## config.mk

```make
export PLATFORM = sky130hd
export DESIGN_NAME = ser_loopback_top
export DESIGN_NICKNAME = d
export VERILOG_FILES = /design/src/rtl/ser_loopback_pkg.sv /design/src/rtl/ser_loopback_ctrl.sv /design/src/rtl/ser_loopback_dp.sv /design/src/rtl/ser_loopback_top.sv
export SDC_FILE = /design/constraint.sdc
export NUM_CORES = 1
export LEC_CHECK = 0
export ABC_CLOCK_PERIOD_IN_PS = 1600
export BUFFER_PORTS_ARGS = -buffer_cell sky130_fd_sc_hd__buf_2
export CORE_UTILIZATION = 40
export DETAILED_ROUTE_END_ITERATION = 12
export GPL_ROUTABILITY_DRIVEN = 0
export PLACE_DENSITY = 0.69
export SYNTH_ARGS = -nofsm -noshare
export SYNTH_HDL_FRONTEND = slang
export SYNTH_SLANG_ARGS = --single-unit
export TNS_END_PERCENT = 5
```

## constraint.sdc

```tcl
create_clock -name clk -period 1.6 [get_ports clk]
set_clock_uncertainty 0.15 [all_clocks]
set_input_delay 0.08 -clock clk [delete_from_list [all_inputs] [get_ports clk]]
set_output_delay 0.08 -clock clk [all_outputs]
set_load 0.01 [all_outputs]
```

## src/rtl/ser_loopback_pkg.sv

```systemverilog
package ser_loopback_pkg;
  typedef struct packed {
    logic load;
    logic shift;
  } serStrobe_t;
endpackage

```

## src/rtl/ser_loopback_ctrl.sv

```systemverilog
module ser_loopback_ctrl
  import ser_loopback_pkg::*;
#(
  parameter int BITS = 10
) (
  input  logic       clk,
  input  logic       rstN,
  input  logic       loopEn,
  output serStrobe_t strobe,
  output logic       loopActive
);
  localparam int CW = (BITS > 1) ? $clog2(BITS) : 1;
  localparam logic [CW-1:0] LAST = CW'(BITS - 1);

  logic [CW-1:0] slotCnt;

  always_ff @(posedge clk or negedge rstN) begin
    if (!rstN) begin
      slotCnt    <= '0;
      loopActive <= 1'b0;
    end else begin
      if (slotCnt == LAST) slotCnt <= '0;
      else                 slotCnt <= slotCnt + 1'b1;
      if (strobe.load) loopActive <= loopEn;
    end
  end

  always_comb begin
    strobe.load  = (slotCnt == '0);
    strobe.shift = !strobe.load;
  end
endmodule

```

## src/rtl/ser_loopback_dp.sv

```systemverilog
module ser_loopback_dp
  import ser_loopback_pkg::*;
#(
  parameter int BITS = 10
) (
  input  logic            clk,
  input  logic            rstN,
  input  serStrobe_t      strobe,
  input  logic            loopActive,
  input  logic [BITS-1:0] txWord,
  input  logic            serialIn,
  output logic            lineOut,
  output logic            rxSerial
);
  localparam logic IDLE_LEVEL = 1'b0;

  logic [BITS-1:0] shiftReg;
  logic            txBit;

  always_ff @(posedge clk or negedge rstN) begin
    if (!rstN)             shiftReg <= '0;
    else if (strobe.load)  shiftReg <= txWord;
    else if (strobe.shift) shiftReg <= {1'b0, shiftReg[BITS-1:1]};
  end

  assign txBit    = shiftReg[0];
  assign lineOut  = loopActive ? IDLE_LEVEL : txBit;
  assign rxSerial = loopActive ? txBit : serialIn;
endmodule

```

## src/rtl/ser_loopback_top.sv

```systemverilog
module ser_loopback_top
  import ser_loopback_pkg::*;
#(
  parameter int BITS = 10
) (
  input  logic            clk,
  input  logic            rstN,
  input  logic [BITS-1:0] txWord,
  input  logic            loopEn,
  input  logic            serialIn,
  output logic            lineOut,
  output logic            rxSerial,
  output logic            wordSync
);
  serStrobe_t strobe;
  logic       loopActive;

  ser_loopback_ctrl #(.BITS(BITS)) u_ctrl (
    .clk(clk), .rstN(rstN), .loopEn(loopEn),
    .strobe(strobe), .loopActive(loopActive)
  );

  ser_loopback_dp #(.BITS(BITS)) u_dp (
    .clk(clk), .rstN(rstN), .strobe(strobe), .loopActive(loopActive),
    .txWord(txWord), .serialIn(serialIn),
    .lineOut(lineOut), .rxSerial(rxSerial)
  );

  assign wordSync = strobe.load;
endmodule

```

After elaboration in Yosys (flattened, before gate mapping)
Index checks and enable logic that the tools add are counted.
{ "totals": {"register_bits": 15, "in_bits": 14, "out_inout_bits": 3} }
{ "classes": {"eq_ne": 1, "add_sub_neg": 1, "mux": 4, "reduce_logical": 1} }
{ "ops": {"columns": ["operator", "n"], "rows": [
  ["two-way mux 10 bit", 1],
  ["adder 4 x 1 -> 4 bit (second input constant)", 1],
  ["equality test 4 bit (second input constant)", 1],
  ["logical NOT 4 bit", 1],
  ["two-way mux 4 bit", 1],
  ["two-way mux 1 bit", 2]
]} }

Longest topological paths before layout
Gate-level depths: netlist of the first run.
{ "depth": {"depth_word": 2, "depth_mapped": 3, "depth_no_buf": 3} }

Cells and area by module
Synthesis of the first run repeated with hierarchy kept, for this count alone.
{ "hier_totals": {"cells_unflattened": 63, "area_unflattened_um2": 708.2} }
{ "modules_own_cells": {"columns": ["mod", "area_each_um2", "n_inst", "cells_per_inst"], "rows": [
  ["ser_loopback_dp", 481.7, 1, 45],
  ["ser_loopback_ctrl", 226.5, 1, 18]
]} }

Least setup slack after synthesis of the first run
Ideal clock, no wire load.
{ "synth_path": {"path_type": "reg-to-reg", "from": "register u_ctrl.slotCnt[0]", "to": "register u_dp.shiftReg[0]", "path_stages_with_launch": 4, "n_path_buf": 1, "arrival_time_ns": 1.270, "path_slack_ns": 0.055, "cell_sequence": "dfrtp_1 > nor4_4 > buf_6 > mux2_2"} }
{ "synth_via": {"elab_chain_len": 2} }
{ "synth_lines": {"columns": ["element", "line_no", "source"], "rows": [
  ["start: declaration", "ser_loopback_ctrl.sv:15", "logic [CW-1:0] slotCnt;"],
  ["start signal: assignment", "ser_loopback_ctrl.sv:23", "else slotCnt <= slotCnt + 1'b1;"],
  ["logical NOT 4 bit", "ser_loopback_ctrl.sv:29", "strobe.load = (slotCnt == '0);"],
  ["named net wordSync", "ser_loopback_top.sv:13", "output logic wordSync"],
  ["two-way mux 10 bit", "ser_loopback_dp.sv:22", "else if (strobe.load) shiftReg <= txWord;"],
  ["end signal: assignment", "ser_loopback_dp.sv:22", null],
  ["end signal: assignment", "ser_loopback_dp.sv:23", "else if (strobe.shift) shiftReg <= {1'b0, shiftReg[BITS-1:1]};"],
  ["end: declaration", "ser_loopback_dp.sv:17", "logic [BITS-1:0] shiftReg;"]
]} }
The timed path passes the listed nets, and every way through them passes these cells.
A chain may end at the register's enable or synchronous reset.

Worst setup path after layout of the first run
{ "layout_path": {"from": "register u_ctrl.slotCnt[0]", "to": "register u_dp.shiftReg[0]"} }
{ "layout_via": {"elab_chain_len": 2} }
{ "layout_lines": {"columns": ["element", "line_no"], "rows": [
  ["logical NOT 4 bit", "ser_loopback_ctrl.sv:29"],
  ["two-way mux 10 bit", "ser_loopback_dp.sv:22"]
]} }
Every way passes these cells.

==> results of run 1 <==
## power groups by stage
| stage | Sequential, mW | Combinational, mW | Clock [mW] |
|---|---|---|---|
| 4_1_cts | 0.384 | 0.0545 | 0.216 |
| 3_3_place_gp | 0.392 | 0.0318 | 0 |
| 3_5_place_dp | 0.392 | 0.0322 | 0 |
| 2_1_floorplan | 0.391 | 0.00745 | 0 |
| 6_report | 0.384 | 0.0550 | 0.203 |
| 5_1_grt | 0.385 | 0.0624 | 0.230 |
## final timing paths
check | end | slack [ps]
hold reg to reg | u_dp.shiftReg[4] | 330
min in group clk | rxSerial | 330
setup / recovery | u_dp.shiftReg[0] | 70
setup reg to reg | u_dp.shiftReg[0] | 70
hold / removal | u_dp.shiftReg[1] | 100
max in group asynchronous | u_ctrl.slotCnt[1] | 950
## critical path, cell delays in order, from the launching register on
cell and delay [ps]:
sky130_fd_sc_hd__dfrtp_1 410, sky130_fd_sc_hd__nor4_4 310, sky130_fd_sc_hd__buf_4 210, sky130_fd_sc_hd__mux2_2 330
## final cells by class
class,count,area [sq um],area share [%]
well taps,15,18.77,2.146
repair buffers,32,234.0,26.75
multi-input cells,22,212.7,24.32
flip-flops and latches,15,375.4,42.92
clock buffers,4,26.28,3.004
inverters,2,7.507,0.8584
## registers in the layout, indices dropped and copies added (netlist names)
| name | count |
|---|---|
| u_dp.shiftReg | 10 |
| u_ctrl.slotCnt | 4 |
| u_ctrl.loopActive | 1 |
## routing by layer
metal	global-route usage (%)	wire [um]	part of all wire (%)	vias up
met5	0	0	0	-
met3	8.152	47	4.2	0
met1	14.48	481	43	194
met2	31.25	602	53	14
li1	-	-	-	207
met4	5.000	0	0	0
## cell usage after synthesis
cell / n / area [sq um]
sky130_fd_sc_hd__o21ai_0: 1 / 5.000
sky130_fd_sc_hd__nand2_1: 1 / 3.750
sky130_fd_sc_hd__a221o_1: 1 / 10.01
sky130_fd_sc_hd__xnor2_1: 1 / 8.760
sky130_fd_sc_hd__buf_6: 1 / 11.26
sky130_fd_sc_hd__nor4_4: 1 / 21.27
sky130_fd_sc_hd__nor2_1: 1 / 3.750
sky130_fd_sc_hd__and2_2: 1 / 7.510
sky130_fd_sc_hd__nor3_1: 1 / 5.000
sky130_fd_sc_hd__nor2b_1: 2 / 12.51
sky130_fd_sc_hd__mux2_2: 12 / 135.1
sky130_fd_sc_hd__inv_1: 2 / 7.510
sky130_fd_sc_hd__dfrtp_1: 15 / 375.4
## logic make-up after synthesis
kind of cell    count (synthesis)  synth area share [%]
compound gates                  2                 2.474
xor+xnor                        1                 1.444
buf+inv                         3                 3.093
flops                          15                 61.86
mux                            12                 22.27
simple gates                    7                 8.864
## what timing repair did
item                                   in CTS  in global routing
resized for setup                           0                  3
setup endpoints to repair                   0                  1
endpoints found under the hold margin      26                  0
hold buffers                               12                  0
==> impl_metrics.py, run 1 <==
metrics = {
    "worst_setup_path": {
        "r2r.worst_path.cells": 3,
        "arrival_ps": 1540,
        "setup.worst_path.start": "u_ctrl.slotCnt[0]",
        "worst_setup_path_start_kind": "register",
        "worstReg2RegStart": "u_ctrl.slotCnt[0]",
        "timing.critical_path.fanout_max": 6,
        "worstSetupEndpointType": "register",
        "critical_path_class": "reg2reg",
        "crit_required_ps": 1610,
    },
    "detailed_routing": {
        "first_pass_iteration_count_of_the_detailed_router": 4,
        "drcViolationCount": 0,
        "drt-vias-per-instance": 4.611,
        "route.vias.total": 415,
        "postRouteAntennaNets": 0,
        "initialDrtViolationCount": 5,
        "routedWlPerCell_um": 12.57,
        "detailed_route_wl_um": 1131,
    },
    "synthesis": {
        "yosys_warnings": 0,
        "syn-mean-instance-area_sq_um": 15.17,
        "post_synth_num_cell_types": 13,
        "synth_sequential_area_ratio_pct": 61.86,
        "synth.net_count": 54,
        "synthesized_area_sq_um": 606.8,
        "post_synth_inst_count": 40,
        "postSynthRegisterBits": 15,
    },
    "clocking": {
        "cts_tree": "yes",
        "numClockSinks": 15,
        "clkSlewWorstSetupHoldPaths_ps": 80,
        "worst_skew_pair.late_latency_ps": 270,
        "cts_inserted_buffers": 3,
        "htreeDepth": 1,
        "post-cts-setup-buffer-count": 0,
        "root_buffer": "sky130_fd_sc_hd__clkbuf_4",
        "clk_path_buf_depth": 2,
    },
    "power": {
        "report.power.total_uw": 642.0,
        "share_comb_of_total_power_pct": 8.6,
        "p_seq_share_pct": 59.8,
        "power.share.switching_pct": 19.72,
        "p_switching_uw": 126.6,
        "power.internal_uw": 515.4,
        "total_leakage_power_nw": 0.4368,
        "power-per-cell-area_nw_per_um2": 734.0,
        "power.ir.vdd_worst_v": 0.0005340,
        "clock_power_share_pct": 31.6,
    },
    "hold_path": {
        "worstHoldPathType": "in2async",
    },
    "layout": {
        "layout-area-overhead-vs-synth_pct": 44.12,
        "num_antenna_cells": 0,
        "n_fill_cell": 110,
        "layout.cell_area.non_filler_sq_um": 874.6,
        "layoutNonFillerInstCount": 90,
        "num-nets-final": 90,
        "layout_common_cells": "16 x sky130_fd_sc_hd__buf_2, 15 x sky130_fd_sc_hd__dfrtp_1, 12 x sky130_fd_sc_hd__mux2_2, 12 x sky130_fd_sc_hd__dlygate4sd3_1",
        "postLayoutCoreUtil_pct": 64.78,
        "post_route_cells_drive_above_1_share_pct": 49.33,
        "commonest_non_fill_non_tap_cell_in_the_layout": "sky130_fd_sc_hd__buf_2",
    },
    "timing": {
        "post_route_setup_tns_ps": 0,
        "period_share_pct": 95.50,
        "whs_ps": 102.4,
        "maxSlewViolCount": 0,
        "postLayoutSetupSlackWorst_ps": 72.02,
        "final-setup-viol-count": 0,
        "rsz_0062_raised_after_global_routing": "true",
        "worst_slew_pin_slew_ps": 330.9,
        "fin_crit_ps": 1528,
        "fmax_mhz": 654.5,
        "slew_headroom_pct": 77.94,
        "hold_viol_final": 0,
    },
    "global_routing": {
        "grt_util_all_layers_pct": 16.36,
        "number_of_global_route_vias_before_repair": 427,
        "grt_pass1_wl_um": 1669,
        "grt_start_max_net_pins": 16,
        "antenna_found_initial": 0,
        "globalRoute.totalOverflow": 0,
    },
    "job": {
        "cap_viol_max_count": 0,
    },
    "place": {
        "dp.cells": 73,
        "placement.setup.worst_slack_ps": 70.58,
        "portbufs": 16,
        "post-dp-hpwl_um": 666.5,
        "placed_cell_area_sq_um": 716.9,
    },
    "floorplan": {
        "initial_core_util_pct": 44.95,
        "coreArea_sq_um": 1350,
        "die_width_um": 40.95,
        "cell_rows": 13,
        "ios": 17,
        "die_height_um": 40.95,
        "design.die.area_sq_um": 1677,
    },
    "run_status": {
        "run_status": "completed",
    },
}
Note: power is estimated with default switching activity, not from simulation.
==> inputs of run 2 (changes only) <==
--- a/config.mk
+++ b/config.mk
@@ -10,7 +10,8 @@
 export CORE_UTILIZATION = 40
 export DETAILED_ROUTE_END_ITERATION = 12
 export GPL_ROUTABILITY_DRIVEN = 0
-export PLACE_DENSITY = 0.69
+export PLACE_DENSITY_LB_ADDON = 0.05
+export SKIP_LAST_GASP = 1
 export SYNTH_ARGS = -nofsm -noshare
 export SYNTH_HDL_FRONTEND = slang
 export SYNTH_SLANG_ARGS = --single-unit
==> impl_metrics.py, run 2 (synthesis results as in run 1) <==
metrics = {
    "timing": {
        "fmax_mhz": 657.6,
        "final-setup-viol-count": 0,
        "period_share_pct": 95.04,
        "worst_slew_pin_slew_ps": 317.7,
        "whs_ps": 85.51,
        "hold_viol_final": 0,
        "slew_headroom_pct": 78.82,
        "postLayoutSetupSlackWorst_ps": 79.38,
        "fin_crit_ps": 1521,
        "maxSlewViolCount": 0,
    },
    "clocking": {
        "root_buffer": "sky130_fd_sc_hd__clkbuf_4",
        "worst_skew_pair.late_latency_ps": 270,
        "cts_tree": "yes",
        "htreeDepth": 1,
        "numClockSinks": 15,
        "clkSlewWorstSetupHoldPaths_ps": 80,
        "cts_inserted_buffers": 3,
        "clk_path_buf_depth": 2,
    },
    "job": {
        "cap_viol_max_count": 0,
    },
    "worst_setup_path": {
        "worst_path_largest_cell_delay_ps": 410,
        "critical_path_class": "reg2reg",
        "worst_setup_path_start_kind": "register",
        "timing.critical_path.fanout_max": 6,
        "crit_path_cell_trace": "nor4_4 -> buf_4 -> mux2_2",
        "cp.buffers_inverters": 1,
        "critical-path-top-delay-family": "flip-flops",
        "critPathSlowestCell": "sky130_fd_sc_hd__dfrtp_1",
        "worstSetupEndpointType": "register",
        "arrival_ps": 1530,
        "worst_case_register_to_register_setup_slack_ps": 80,
        "crit_required_ps": 1610,
    },
    "place": {
        "dp.cells": 72,
        "placement.setup.worst_slack_ps": 46.02,
        "placed_cell_area_sq_um": 709.4,
        "portbufs": 16,
        "post-dp-hpwl_um": 699,
    },
    "global_routing": {
        "number_of_global_route_vias_before_repair": 428,
        "grt_pass1_wl_um": 1780,
        "grt_start_max_net_pins": 16,
        "globalRoute.totalOverflow": 0,
        "grt_util_all_layers_pct": 18.15,
        "antenna_found_initial": 0,
    },
    "floorplan": {
        "die_height_um": 40.95,
        "initial_core_util_pct": 44.95,
        "design.die.area_sq_um": 1677,
        "die_width_um": 40.95,
        "cell_rows": 13,
        "coreArea_sq_um": 1350,
        "ios": 17,
    },
    "power": {
        "total_leakage_power_nw": 0.4341,
        "power.ir.vdd_worst_v": 0.0005014,
        "power-per-cell-area_nw_per_um2": 728.8,
    },
    "layout": {
        "layout-area-overhead-vs-synth_pct": 45.57,
        "layoutNonFillerInstCount": 90,
        "post_route_cells_drive_above_1_share_pct": 52.00,
        "most_flops_register": "u_dp.shiftReg",
        "n_fill_cell": 109,
        "max_ffs_per_register": 10,
        "commonest_non_fill_non_tap_cell_in_the_layout": "sky130_fd_sc_hd__buf_2",
        "layout.cell_area.non_filler_sq_um": 883.3,
        "layout_top_registers": "u_dp.shiftReg (10), u_ctrl.slotCnt (4), u_ctrl.loopActive (1)",
        "layout_common_cells": "15 x sky130_fd_sc_hd__buf_2, 13 x sky130_fd_sc_hd__dfrtp_1, 12 x sky130_fd_sc_hd__mux2_2, 12 x sky130_fd_sc_hd__dlygate4sd3_1",
        "num_antenna_cells": 0,
        "num-nets-final": 90,
    },
    "detailed_routing": {
        "route.vias.total": 428,
        "detailed_route_wl_um": 1100,
        "drcViolationCount": 0,
        "postRouteAntennaNets": 0,
        "first_pass_iteration_count_of_the_detailed_router": 4,
        "drt-vias-per-instance": 4.756,
        "routedWlPerCell_um": 12.22,
        "initialDrtViolationCount": 2,
    },
    "hold_path": {
        "worstHoldPathType": "in2async",
    },
    "run_status": {
        "run_status": "completed",
    },
}
[run 2: cell count changes in the layout (fill, tap and decap cells not counted)]
cell | before | now
sky130_fd_sc_hd__dfrtp_2 | 0 | 2
sky130_fd_sc_hd__buf_2 | 16 | 15
sky130_fd_sc_hd__dfrtp_1 | 15 | 13
sky130_fd_sc_hd__buf_6 | 1 | 2
[run 2: worst paths after layout]
check | startpoint | to | cells past startpoint
max | u_ctrl.slotCnt[0] | u_dp.shiftReg[0] | 3
min | rstN | u_ctrl.loopActive | 2
max reg2reg | u_ctrl.slotCnt[0] | u_dp.shiftReg[0] | 3
min reg2reg | u_dp.shiftReg[9] | u_dp.shiftReg[8] | 1
max in group asynchronous | rstN | u_ctrl.slotCnt[1] | 2
min in group clk | serialIn | rxSerial | 3
[run 2: power breakdown]
part           switching [mW]  internal [mW]  total [mW]
Clock                   0.108         0.0966       0.205
Sequential            0.00207          0.382       0.384
Combinational          0.0179         0.0365      0.0544
[run 2: timing repair]
| action | CTS | global route |
|---|---|---|
| cloned | 0 | 1 |
| resized for setup | 1 | 5 |
| buffers inserted | 0 | 1 |
| setup endpoints to repair | 1 | 5 |
| hold buffers | 12 | 0 |
| pin swaps | 0 | 1 |
| endpoints found under the hold margin | 26 | 0 |
[run 2: final cells by class]
class	instances	area [sq um]	share of cell area, %
sequential	15	377.9	42.78
tap	15	18.77	2.125
clock buffer	4	26.28	2.975
inverter	2	7.507	0.8499
timing repair buffer	32	240.2	27.20
multi-input combinational	22	212.7	24.08
[run 2: metrics by stage]
step | setup TNS (ps) | total power [mW] | utilization [%]
finish | 0 | 0.6438 | 65.43
CTS | 0 | 0.6547 | 63.67
global route | -17.68 | 0.6829 | 65.43
global placement | 0 | 0.4222 | 52.55
detailed placement | 0 | 0.4240 | 52.55
floorplan | 0 | 0.3988 | -
[run 2: layer usage]
metal	GRT usage, %	wire, um	vias to the layer above
li1	-	-	210
met1	18.86	443	203
met2	31.25	603	15
met3	6.522	52	0
met4	10.00	0	0
met5	0	0	-
[run 2: worst register-to-register path, delay by kind of cell, from the launching register on]
kind / cells / cell delay [ps]
flip-flops: 1 / 410
multiplexers: 1 / 340
AND/OR/NAND/NOR: 1 / 320
buffers and inverters: 1 / 200
